File: src/rtl/vseq_pkg.sv
package vseq_pkg;
  localparam int FIELD_W = 5;
  localparam int REG_W   = FIELD_W + 2;
  localparam int NUM_OPS = 3;

  typedef enum logic [1:0] {
    ST_IDLE = 2'd0,
    ST_RUN  = 2'd1,
    ST_FIN  = 2'd2
  } seq_state_e;

  // scalar: zero-extended field; vector: rotate low two bits to the top, times 4
  function automatic logic [REG_W-1:0] base_of(input logic [FIELD_W-1:0] fld,
                                               input logic scl);
    if (scl) base_of = {2'b00, fld};
    else     base_of = {fld[1:0], fld[FIELD_W-1:2], 2'b00};
  endfunction
endpackage

File: src/rtl/vseq_reg_map.sv
module vseq_reg_map
  import vseq_pkg::*;
#(
  parameter int ELEM_W = 6
) (
  input  logic               clk,
  input  logic               rst_n,
  input  logic [FIELD_W-1:0] fld,
  input  logic               scl,
  input  logic [ELEM_W-1:0]  elem,
  output logic [REG_W-1:0]   reg_idx
);
  logic [REG_W-1:0] base;
  logic [REG_W-1:0] step;

  always_comb begin
    base    = base_of(fld, scl);
    step    = scl ? '0 : REG_W'(elem);
    reg_idx = base + step;
  end

  // a held scalar operand never moves with the element index
  a_r1_scalar_fixed: assert property (@(posedge clk) disable iff (!rst_n)
    (scl && $stable(scl) && $stable(fld)) |-> $stable(reg_idx));

  // vector bases are aligned to multiples of four at element 0
  a_r2_vec_aligned: assert property (@(posedge clk) disable iff (!rst_n)
    (!scl && elem == '0) |-> (reg_idx[1:0] == 2'b00));
endmodule

File: src/rtl/vseq_ctrl.sv
module vseq_ctrl
  import vseq_pkg::*;
#(
  parameter int VL_W   = 4,
  parameter int MUL_W  = 2,
  parameter int PRED_W = 32,
  localparam int ELEM_W = VL_W + MUL_W
) (
  input  logic              clk,
  input  logic              rst_n,
  input  logic              start,
  input  logic [VL_W-1:0]   vl,
  input  logic [MUL_W-1:0]  vmul,
  input  logic [PRED_W-1:0] pred,
  input  logic              dst_scl,
  output logic              accept,
  output logic              busy,
  output logic              iss_valid,
  output logic [ELEM_W-1:0] elem,
  output logic              done,
  output logic              zero_res
);
  seq_state_e        st_q, st_d;
  logic [ELEM_W-1:0] idx_q, idx_d;
  logic [ELEM_W-1:0] tot_q, tot_d;
  logic [PRED_W-1:0] pred_q;
  logic              dscl_q;
  logic              any_q, any_d;
  logic              pred_bit;
  logic              last;

  always_comb begin
    tot_d = ELEM_W'(vl) * ELEM_W'(vmul);
    pred_bit = 1'b0;
    for (int i = 0; i < PRED_W; i++) begin
      if (idx_q == ELEM_W'(i)) pred_bit = pred_q[i];
    end
    last = (idx_q == tot_q - ELEM_W'(1));
  end

  assign busy      = (st_q != ST_IDLE);
  assign iss_valid = (st_q == ST_RUN) && pred_bit;
  assign elem      = idx_q;
  assign done      = (st_q == ST_FIN);
  assign zero_res  = (st_q == ST_FIN) && !any_q;

  always_comb begin
    st_d   = st_q;
    idx_d  = idx_q;
    any_d  = any_q;
    accept = 1'b0;
    unique case (st_q)
      ST_IDLE: begin
        if (start) begin
          accept = 1'b1;
          idx_d  = '0;
          any_d  = 1'b0;
          st_d   = (tot_d == '0) ? ST_FIN : ST_RUN;
        end
      end
      ST_RUN: begin
        if (iss_valid) any_d = 1'b1;
        if ((iss_valid && dscl_q) || last) st_d = ST_FIN;
        else                               idx_d = idx_q + ELEM_W'(1);
      end
      ST_FIN:  st_d = ST_IDLE;
      default: st_d = ST_IDLE;
    endcase
  end

  always_ff @(posedge clk or negedge rst_n) begin
    if (!rst_n) begin
      st_q  <= ST_IDLE;
      idx_q <= '0;
      any_q <= 1'b0;
    end else begin
      st_q  <= st_d;
      idx_q <= idx_d;
      any_q <= any_d;
    end
  end

  always_ff @(posedge clk or negedge rst_n) begin
    if (!rst_n) begin
      tot_q  <= '0;
      pred_q <= '0;
      dscl_q <= 1'b0;
    end else if (accept) begin
      tot_q  <= tot_d;
      pred_q <= pred;
      dscl_q <= dst_scl;
    end
  end

  // done lasts exactly one cycle
  a_r8_done_pulse: assert property (@(posedge clk) disable iff (!rst_n)
    done |=> !done);
  // a scalar destination issue is followed by the end of the run
  a_r6_scalar_stop: assert property (@(posedge clk) disable iff (!rst_n)
    (iss_valid && dscl_q) |=> done);
  // the zero flag only appears with done
  a_r7_zero_with_done: assert property (@(posedge clk) disable iff (!rst_n)
    zero_res |-> done);
  // captured length is left alone by a start during a run
  a_r9_start_ignored: assert property (@(posedge clk) disable iff (!rst_n)
    (busy && start) |=> $stable(tot_q));
  // issue only happens inside a run
  a_r5_valid_in_run: assert property (@(posedge clk) disable iff (!rst_n)
    iss_valid |-> (busy && !done));
endmodule

File: src/rtl/vec_elem_seq.sv
module vec_elem_seq
  import vseq_pkg::*;
#(
  parameter int VL_W   = 4,
  parameter int MUL_W  = 2,
  parameter int PRED_W = 32,
  localparam int ELEM_W = VL_W + MUL_W
) (
  input  logic              clk,
  input  logic              rst_n,
  input  logic              start,
  input  logic [VL_W-1:0]   vl,
  input  logic [MUL_W-1:0]  vmul,
  input  logic [PRED_W-1:0] pred,
  input  logic [4:0]        rd_fld,
  input  logic              rd_scl,
  input  logic [4:0]        rs1_fld,
  input  logic              rs1_scl,
  input  logic [4:0]        rs2_fld,
  input  logic              rs2_scl,
  output logic              busy,
  output logic              iss_valid,
  output logic [ELEM_W-1:0] iss_elem,
  output logic [6:0]        iss_rd,
  output logic [6:0]        iss_rs1,
  output logic [6:0]        iss_rs2,
  output logic              done,
  output logic              zero_res
);
  logic [NUM_OPS-1:0][FIELD_W-1:0] fld_in, fld_q;
  logic [NUM_OPS-1:0]              scl_in, scl_q;
  logic [NUM_OPS-1:0][REG_W-1:0]   map_idx;
  logic                            accept;

  assign fld_in = {rs2_fld, rs1_fld, rd_fld};
  assign scl_in = {rs2_scl, rs1_scl, rd_scl};

  always_ff @(posedge clk or negedge rst_n) begin
    if (!rst_n) begin
      fld_q <= '0;
      scl_q <= '0;
    end else if (accept) begin
      fld_q <= fld_in;
      scl_q <= scl_in;
    end
  end

  vseq_ctrl #(.VL_W(VL_W), .MUL_W(MUL_W), .PRED_W(PRED_W)) u_ctrl (
    .clk      (clk),
    .rst_n    (rst_n),
    .start    (start),
    .vl       (vl),
    .vmul     (vmul),
    .pred     (pred),
    .dst_scl  (rd_scl),
    .accept   (accept),
    .busy     (busy),
    .iss_valid(iss_valid),
    .elem     (iss_elem),
    .done     (done),
    .zero_res (zero_res)
  );

  for (genvar g = 0; g < NUM_OPS; g++) begin : g_op
    vseq_reg_map #(.ELEM_W(ELEM_W)) u_map (
      .clk    (clk),
      .rst_n  (rst_n),
      .fld    (fld_q[g]),
      .scl    (scl_q[g]),
      .elem   (iss_elem),
      .reg_idx(map_idx[g])
    );
  end

  assign iss_rd  = map_idx[0];
  assign iss_rs1 = map_idx[1];
  assign iss_rs2 = map_idx[2];

  // back-to-back issues move strictly forward in element order
  a_r3_elem_rises: assert property (@(posedge clk) disable iff (!rst_n)
    (iss_valid && $past(iss_valid)) |-> (iss_elem > $past(iss_elem)));
endmodule

File: config.mk
export PLATFORM = sky130hd
export DESIGN_NAME = vec_elem_seq
export DESIGN_NICKNAME = d
export VERILOG_FILES = /design/src/rtl/vseq_pkg.sv /design/src/rtl/vseq_reg_map.sv /design/src/rtl/vseq_ctrl.sv /design/src/rtl/vec_elem_seq.sv
export SDC_FILE = /design/constraint.sdc
export NUM_CORES = 1
export LEC_CHECK = 0
export BUFFER_PORTS_ARGS = -buffer_cell sky130_fd_sc_hd__buf_2
export CORE_MARGIN = 10
export CORE_UTILIZATION = 40
export CTS_CLUSTER_DIAMETER = 120
export CTS_CLUSTER_SIZE = 20
export DETAILED_ROUTE_END_ITERATION = 6
export GPL_ROUTABILITY_DRIVEN = 0
export SLEW_MARGIN = 20
export SYNTH_ARGS = -nofsm -noshare
export SYNTH_HDL_FRONTEND = slang
export SYNTH_SLANG_ARGS = --single-unit
File: constraint.sdc
create_clock -name clk -period 3.15 [get_ports clk]
set_input_delay 0.1575 -clock clk [delete_from_list [all_inputs] [get_ports clk]]
set_output_delay 0.1575 -clock clk [all_outputs]
set_load 0.02 [all_outputs]
# Word level (Yosys, flattened, before mapping)
# Index checks and enable logic that the tools add are counted.
# op_classes
add_sub_neg	5
multipliers	1
n_div	0
order_cmp	0
eq_ne	38
shifts	0
muxes	50
bitwise	0
n_reduce_logical	13
# ops
op	n
== test 6 x 5 -> 1 bit, second input constant	16
== test 6 x 4 -> 1 bit, second input constant	8
2-to-1 mux 1 bit	36
2-to-1 mux 6 bit	5
== test 6 x 3 -> 1 bit, second input constant	4
adder 7 bit	3
2-to-1 mux 7 bit	3
== test 6 x 2 -> 1 bit, second input constant	2
logical NOT 6 bit	2
case mux 6 bit (2 select lines)	1
adder 6 x 1 -> 6 bit, second input constant	1
== test 6 x 1 -> 1 bit, second input constant	1
== test 6 bit	1
multiplier 4 x 2 -> 6 bit	1
2-to-1 mux 2 bit	3
!= test 2 bit, second input constant	3
AND reduction 3 bit	2
subtractor 6 x 1 -> 6 bit, second input constant	1
case mux 2 bit (2 select lines)	1
nonzero test 2 bit	2
logical AND 1 bit	3
== test 2 x 1 -> 1 bit, second input constant	1
== test 2 bit, second input constant	1
logical NOT 2 bit	1
5 further kinds	5
# totals
regBits	66
latch_bits	0
mem_bits_rw	0
rom_bits	0
in_bits	59
out_inout_bits	31
elab_cells	117
memories	0

# Depth between registers and ports, before layout
# logic_depth
depth_word	38
depth_mapped	11
depth_no_buf	9

# Modules after synthesis
# Synthesis repeated with hierarchy kept, for this count alone.
# unflattened
hier_cells	505
area_unflattened_um2	4468.0
# by_module_without_submodules
mod	instances	cells_each	area_per_inst_um2	seq_area_each_um2
vseq_ctrl	1	356	2894.0	1201.2
vseq_reg_map	3	37	284.0	0.0
vec_elem_seq	1	38	721.9	450.4

# Worst setup path before layout
# OpenSTA, ideal clock, no wires.
# synth_path
kind	flip-flop to flip-flop
startpoint	register u_ctrl.idx_q[0] (netlist: u_ctrl.elem[0])
endpoint	register u_ctrl.idx_q[4] (netlist: u_ctrl.elem[4])
setup_time_ns	0.087
t_arrival_ns	2.708
required_time_ns	3.063
slack_ns	0.355
stages_incl_launch_ff	10
n_path_buf	0
synth_period_minus_slack_ns	2.795
cell_sequence	dfrtp_1 > inv_1 > ha_1 > and3b_1 > or4_1 > o22ai_1 > a21oi_1 > o311a_4 > or4_1 > o211ai_1
# synth_between
elab_chain_cells	38
elab_cells_between_ends	73
classes_between	add/sub (1); eq/ne (33); mux (34); reduce/logical (5)
# synth_rtl
item	line_no	text
from (decl)	vseq_ctrl.sv:24	logic [ELEM_W-1:0] idx_q, idx_d;
from (signal assigned)	vseq_ctrl.sv:78	idx_q <= idx_d;
logical NOT 6 bit	vseq_ctrl.sv:36	if (idx_q == ELEM_W'(i)) pred_bit = pred_q[i];
2-to-1 mux 1 bit (32 in series)	vseq_ctrl.sv:36	
logical AND 1 bit	vseq_ctrl.sv:42	assign iss_valid = (st_q == ST_RUN) && pred_bit;
logical AND 1 bit	vseq_ctrl.sv:63	if ((iss_valid && dscl_q) || last) st_d = ST_FIN;
logical OR 1 bit	vseq_ctrl.sv:63	
!= test 2 bit (no source line)	--	
AND reduction 3 bit (no source line)	--	
# Several ways; a longest one is shown, not always the timed one. The select of a mux whose other input is x is not followed.
# A chain may end at the register's enable or synchronous reset.

# Worst setup path in the final report
# layout_path
startpoint	register u_ctrl.idx_q[1] (netlist: u_ctrl.elem[1])
endpoint	output iss_valid
# layout_between
elab_chain_cells	34
elab_cells_between_ends	65
classes_between	eq/ne (31); mux (32); reduce/logical (2)
# layout_rtl
item	line_no	text
logical NOT 6 bit	vseq_ctrl.sv:36	
2-to-1 mux 1 bit (31 in series)	vseq_ctrl.sv:36	
2-to-1 mux 1 bit (*)	vseq_ctrl.sv:36	
logical AND 1 bit (*)	vseq_ctrl.sv:42	
to (decl)	vec_elem_seq.sv:22	output logic iss_valid,
# Every way passes the cells marked *; elsewhere a longest branch is shown, timed or not.

==> results.json <==
{
  "fill_cell_total_of_the_finished_layout": 972,
  "cts_tree": "built",
  "yosys_register_bits": 65,
  "numClockSinks": 65,
  "yosys_warnings": 0,
  "status": "complete, but fails checks",
  "std_cell_rows": 36,
  "clock_tree.root_cell": "sky130_fd_sc_hd__clkbuf_8",
  "use_met3": 0.05677,
  "numnets_final": 708,
  "ys_seq_area_frac": 0.4017,
  "grt_pass1_vias": 3900,
  "crit_path_start_kind": "flip-flop",
  "setup_viol": 0,
  "avgSynthCellArea_um2": 8.098,
  "failed_checks": "negative hold slack",
  "grt_start_max_net_pins": 66,
  "grt_use_total": 0.1585,
  "worst_pin_slew_ns": 0.8219,
  "clk_latency_ns": 0.35,
  "critPathMaxStageDelay_ns": 0.45,
  "worstPathRequired_ns": 2.99,
  "groute.layer.met1.usage": 0.2045,
  "worst-endpoint-arrival_ns": 2.78,
  "cts_max_path_buffers": 2,
  "timing.slew.headroom": 0.4521,
  "fin_worst_hold_slack_ns": -0.02810,
  "critPathKind": "flip-flop to output port",
  "final_min_period_over_clock_period": 0.9341,
  "period_needed_ns": 2.942,
  "area_growth_pct": 30.07,
  "maxClockFrequency_ghz": 0.3399,
  "initial_utilization": 0.4123,
  "floorplan.die.width_um": 120.6,
  "detail_route.iter0.violations": 198,
  "worst_ir_drop_vdd_v": 0.0005359,
  "final_antenna_net_count": 0,
  "p_per_area_nw_per_um2": 928.7,
  "hpwl_mm": 8.221,
  "slew_viol_final": 0,
  "routedWlPerCell_um": 14.97,
  "multi_input_gate_area_in_the_final_layout_um2": 2282,
  "placement.io_buffers": 89,
  "hold_path.class": "primary input to asynchronous set/reset pin",
  "cp-end-kind": "output port",
  "drt_pre_antenna_iters": 4,
  "setup_skew_after_layout_ns": 0.006727,
  "place.detailed.instances": 709,
  "critical-path-slowest-cell": "sky130_fd_sc_hd__dfrtp_2",
  "synth_unique_cells": 51,
  "design.portCount": 90,
  "vias_per_cell": 4.936,
  "cts-buffers-inserted": 9,
  "top_usage_layer": "met2",
  "cp_cell_instances": "ha_1 -> buf_4 -> nand3_1 -> nor4b_1 -> o22ai_1 -> a21oi_1 -> nor3_1 -> nor3_2 -> buf_2",
  "critical_path.max_fanout": 12,
  "timing.final.ws_setup_ns": 0.2077,
  "layout.area.seq_um2": 1628,
  "finalInstanceArea_um2": 5266,
  "vias": 3766,
  "totalNegativeSetupSlack_ns": 0,
  "post-place-ws_ns": 0.2829,
  "grt_remaining_overflow": 0,
  "routed_wirelength_mm": 11.42,
  "max_cap_viol_count": 0,
  "hold_viol_final": 30,
  "global_route.usage.met2": 0.2483,
  "synthesis.instances": 500,
  "finalNonFillerCells": 763,
  "ys_async_rst_share": 1.000,
  "core_region_area_um2": 9819,
  "clock_tree.htree_level_count": 3,
  "n_antenna_cell": 0,
  "final_layout_size_suffix_gt1_frac": 0.2032,
  "number_of_enable_flip_flop_cells_after_synthesis": 0,
  "drc": 0,
  "ys.flop_type": "sky130_fd_sc_hd__dfrtp_1",
  "dieArea_um2": 14550,
  "grt_first_pass_wirelength_mm": 19.17,
  "static-leakage-power_nw": 2.686,
  "grt_antenna_before_repair": 0,
  "cts.clk_slew.worst_paths_ns": 0.07,
  "cell_area_after_synthesis_um2": 4049,
  "die_h_um": 120.6,
  "placement.cell_area_um2": 4653
}
-- placed cells by master, fill, tap and decap left out, types with 4 or more instances in the layout --
| cell type | instances |
|---|---|
| sky130_fd_sc_hd__o21bai_1 | 4 |
| sky130_fd_sc_hd__or2_2 | 4 |
| sky130_fd_sc_hd__a21o_1 | 7 |
| sky130_fd_sc_hd__buf_2 | 89 |
| sky130_fd_sc_hd__xnor2_1 | 15 |
| sky130_fd_sc_hd__and2_1 | 4 |
| sky130_fd_sc_hd__clkbuf_8 | 9 |
| sky130_fd_sc_hd__o21ai_0 | 15 |
| sky130_fd_sc_hd__o211ai_1 | 7 |
| sky130_fd_sc_hd__a31oi_1 | 4 |
| sky130_fd_sc_hd__nand3_1 | 9 |
| sky130_fd_sc_hd__buf_4 | 11 |
| sky130_fd_sc_hd__nor3b_1 | 4 |
| sky130_fd_sc_hd__nand2_1 | 175 |
| sky130_fd_sc_hd__nor2b_1 | 23 |
| sky130_fd_sc_hd__ha_1 | 20 |
| sky130_fd_sc_hd__dfrtp_1 | 64 |
| sky130_fd_sc_hd__nand3b_1 | 6 |
| sky130_fd_sc_hd__nor2_1 | 18 |
| sky130_fd_sc_hd__nor3_1 | 8 |
| sky130_fd_sc_hd__a21oi_1 | 17 |
| sky130_fd_sc_hd__xor2_1 | 10 |
| sky130_fd_sc_hd__dlygate4sd3_1 | 37 |
| sky130_fd_sc_hd__inv_1 | 16 |
-- per-layer routing --
layer  vias to the layer above  part of all wire
met5                         -                 0
met4                         0             0.012
met3                        12             0.082
met2                       117              0.45
met1                      1724              0.45
li1                       1913                 -
-- flip-flops by register name, summed over array words and instances, names as in the netlist --
| name | flops |
|---|---|
| fld_q | 15 |
| scl_q | 3 |
| u_ctrl.any_q | 1 |
| u_ctrl.elem | 6 |
| u_ctrl.pred_q | 32 |
| u_ctrl.st_q | 2 |
| u_ctrl.tot_q | 6 |
-- per-stage QoR --
step	power (mW)	utilization
after global placement	3.999	0.4739
after global routing	5.321	0.5363
after detailed placement	4.035	0.4739
after floorplan	3.247	-
final	4.891	0.5363
after CTS	4.883	0.5339
-- layout make-up --
| class | count | area share |
|---|---|---|
| Clock inverter | 5 | 0.01521 |
| Sequential cell | 65 | 0.3091 |
| Timing Repair Buffer | 138 | 0.1744 |
| Inverter | 16 | 0.01140 |
| Multi-Input combinational cell | 395 | 0.4334 |
| Tap cell | 133 | 0.03160 |
| Clock buffer | 11 | 0.02495 |
-- power breakdown --
part           internal, mW  total (mW)  switching, mW  leakage, nW
Sequential             1.21        1.58          0.369        0.816
Combinational          1.04        2.53           1.49         1.77
Clock                 0.445       0.781          0.336       0.0995
Total                  2.69        4.89           2.20         2.69
-- critical path, delay by kind of cell, from the launching register on --
| family | cells | cell delay [ns] |
|---|---|---|
| buf+inv | 2 | 0.45 |
| simple gates | 4 | 0.84 |
| compound gates | 2 | 0.37 |
| fa+ha+maj | 1 | 0.33 |
| flops | 1 | 0.45 |
-- final timing paths --
kind                              startpoint                 to  slack [ns]  cells past startpoint
max                           u_ctrl.elem[1]          iss_valid        0.21                      9
min                                    rst_n           fld_q[2]       -0.03                      2
max reg2reg                   u_ctrl.elem[1]     u_ctrl.elem[4]        0.26                     10
max in group asynchronous              rst_n     u_ctrl.elem[1]        2.58                      2
min in group clk                     pred[7]   u_ctrl.pred_q[7]        0.01                      3
min reg2reg                u_ctrl.pred_q[14]  u_ctrl.pred_q[14]        0.49                      2
-- kinds of logic after synthesis --
kind of cell / after synthesis / synth area share
compound gates: 74 / 0.1230
xor+xnor: 25 / 0.05408
fa+ha+maj: 24 / 0.07602
buf+inv: 42 / 0.04326
flops: 65 / 0.4017
mux: 1 / 0.002781
other cells: 1 / 0.0009262
simple gates: 268 / 0.2982
-- synthesized netlist by cell type, types with 10 or more instances --
cell type                  number  share of area
sky130_fd_sc_hd__a21oi_1       17          0.021
sky130_fd_sc_hd__clkbuf_1      16          0.015
sky130_fd_sc_hd__dfrtp_1       65           0.40
sky130_fd_sc_hd__ha_1          23          0.071
sky130_fd_sc_hd__inv_1         16          0.015
sky130_fd_sc_hd__nand2_1      175           0.16
sky130_fd_sc_hd__nor2_1        18          0.017
sky130_fd_sc_hd__nor2b_1       23          0.036
sky130_fd_sc_hd__o21ai_0       15          0.019
sky130_fd_sc_hd__xnor2_1       15          0.032
sky130_fd_sc_hd__xor2_1        10          0.022
-- what timing repair did --
| item | CTS | global route |
|---|---|---|
| setup buffers | 0 | 1 |
| endpoints found under the hold margin | 37 | 0 |
| pin swaps | 0 | 1 |
| hold buffers | 37 | 0 |
| endpoints found under the setup margin | 1 | 1 |
| gates resized for setup | 2 | 5 |
Note: power is estimated with default switching activity, not from simulation.
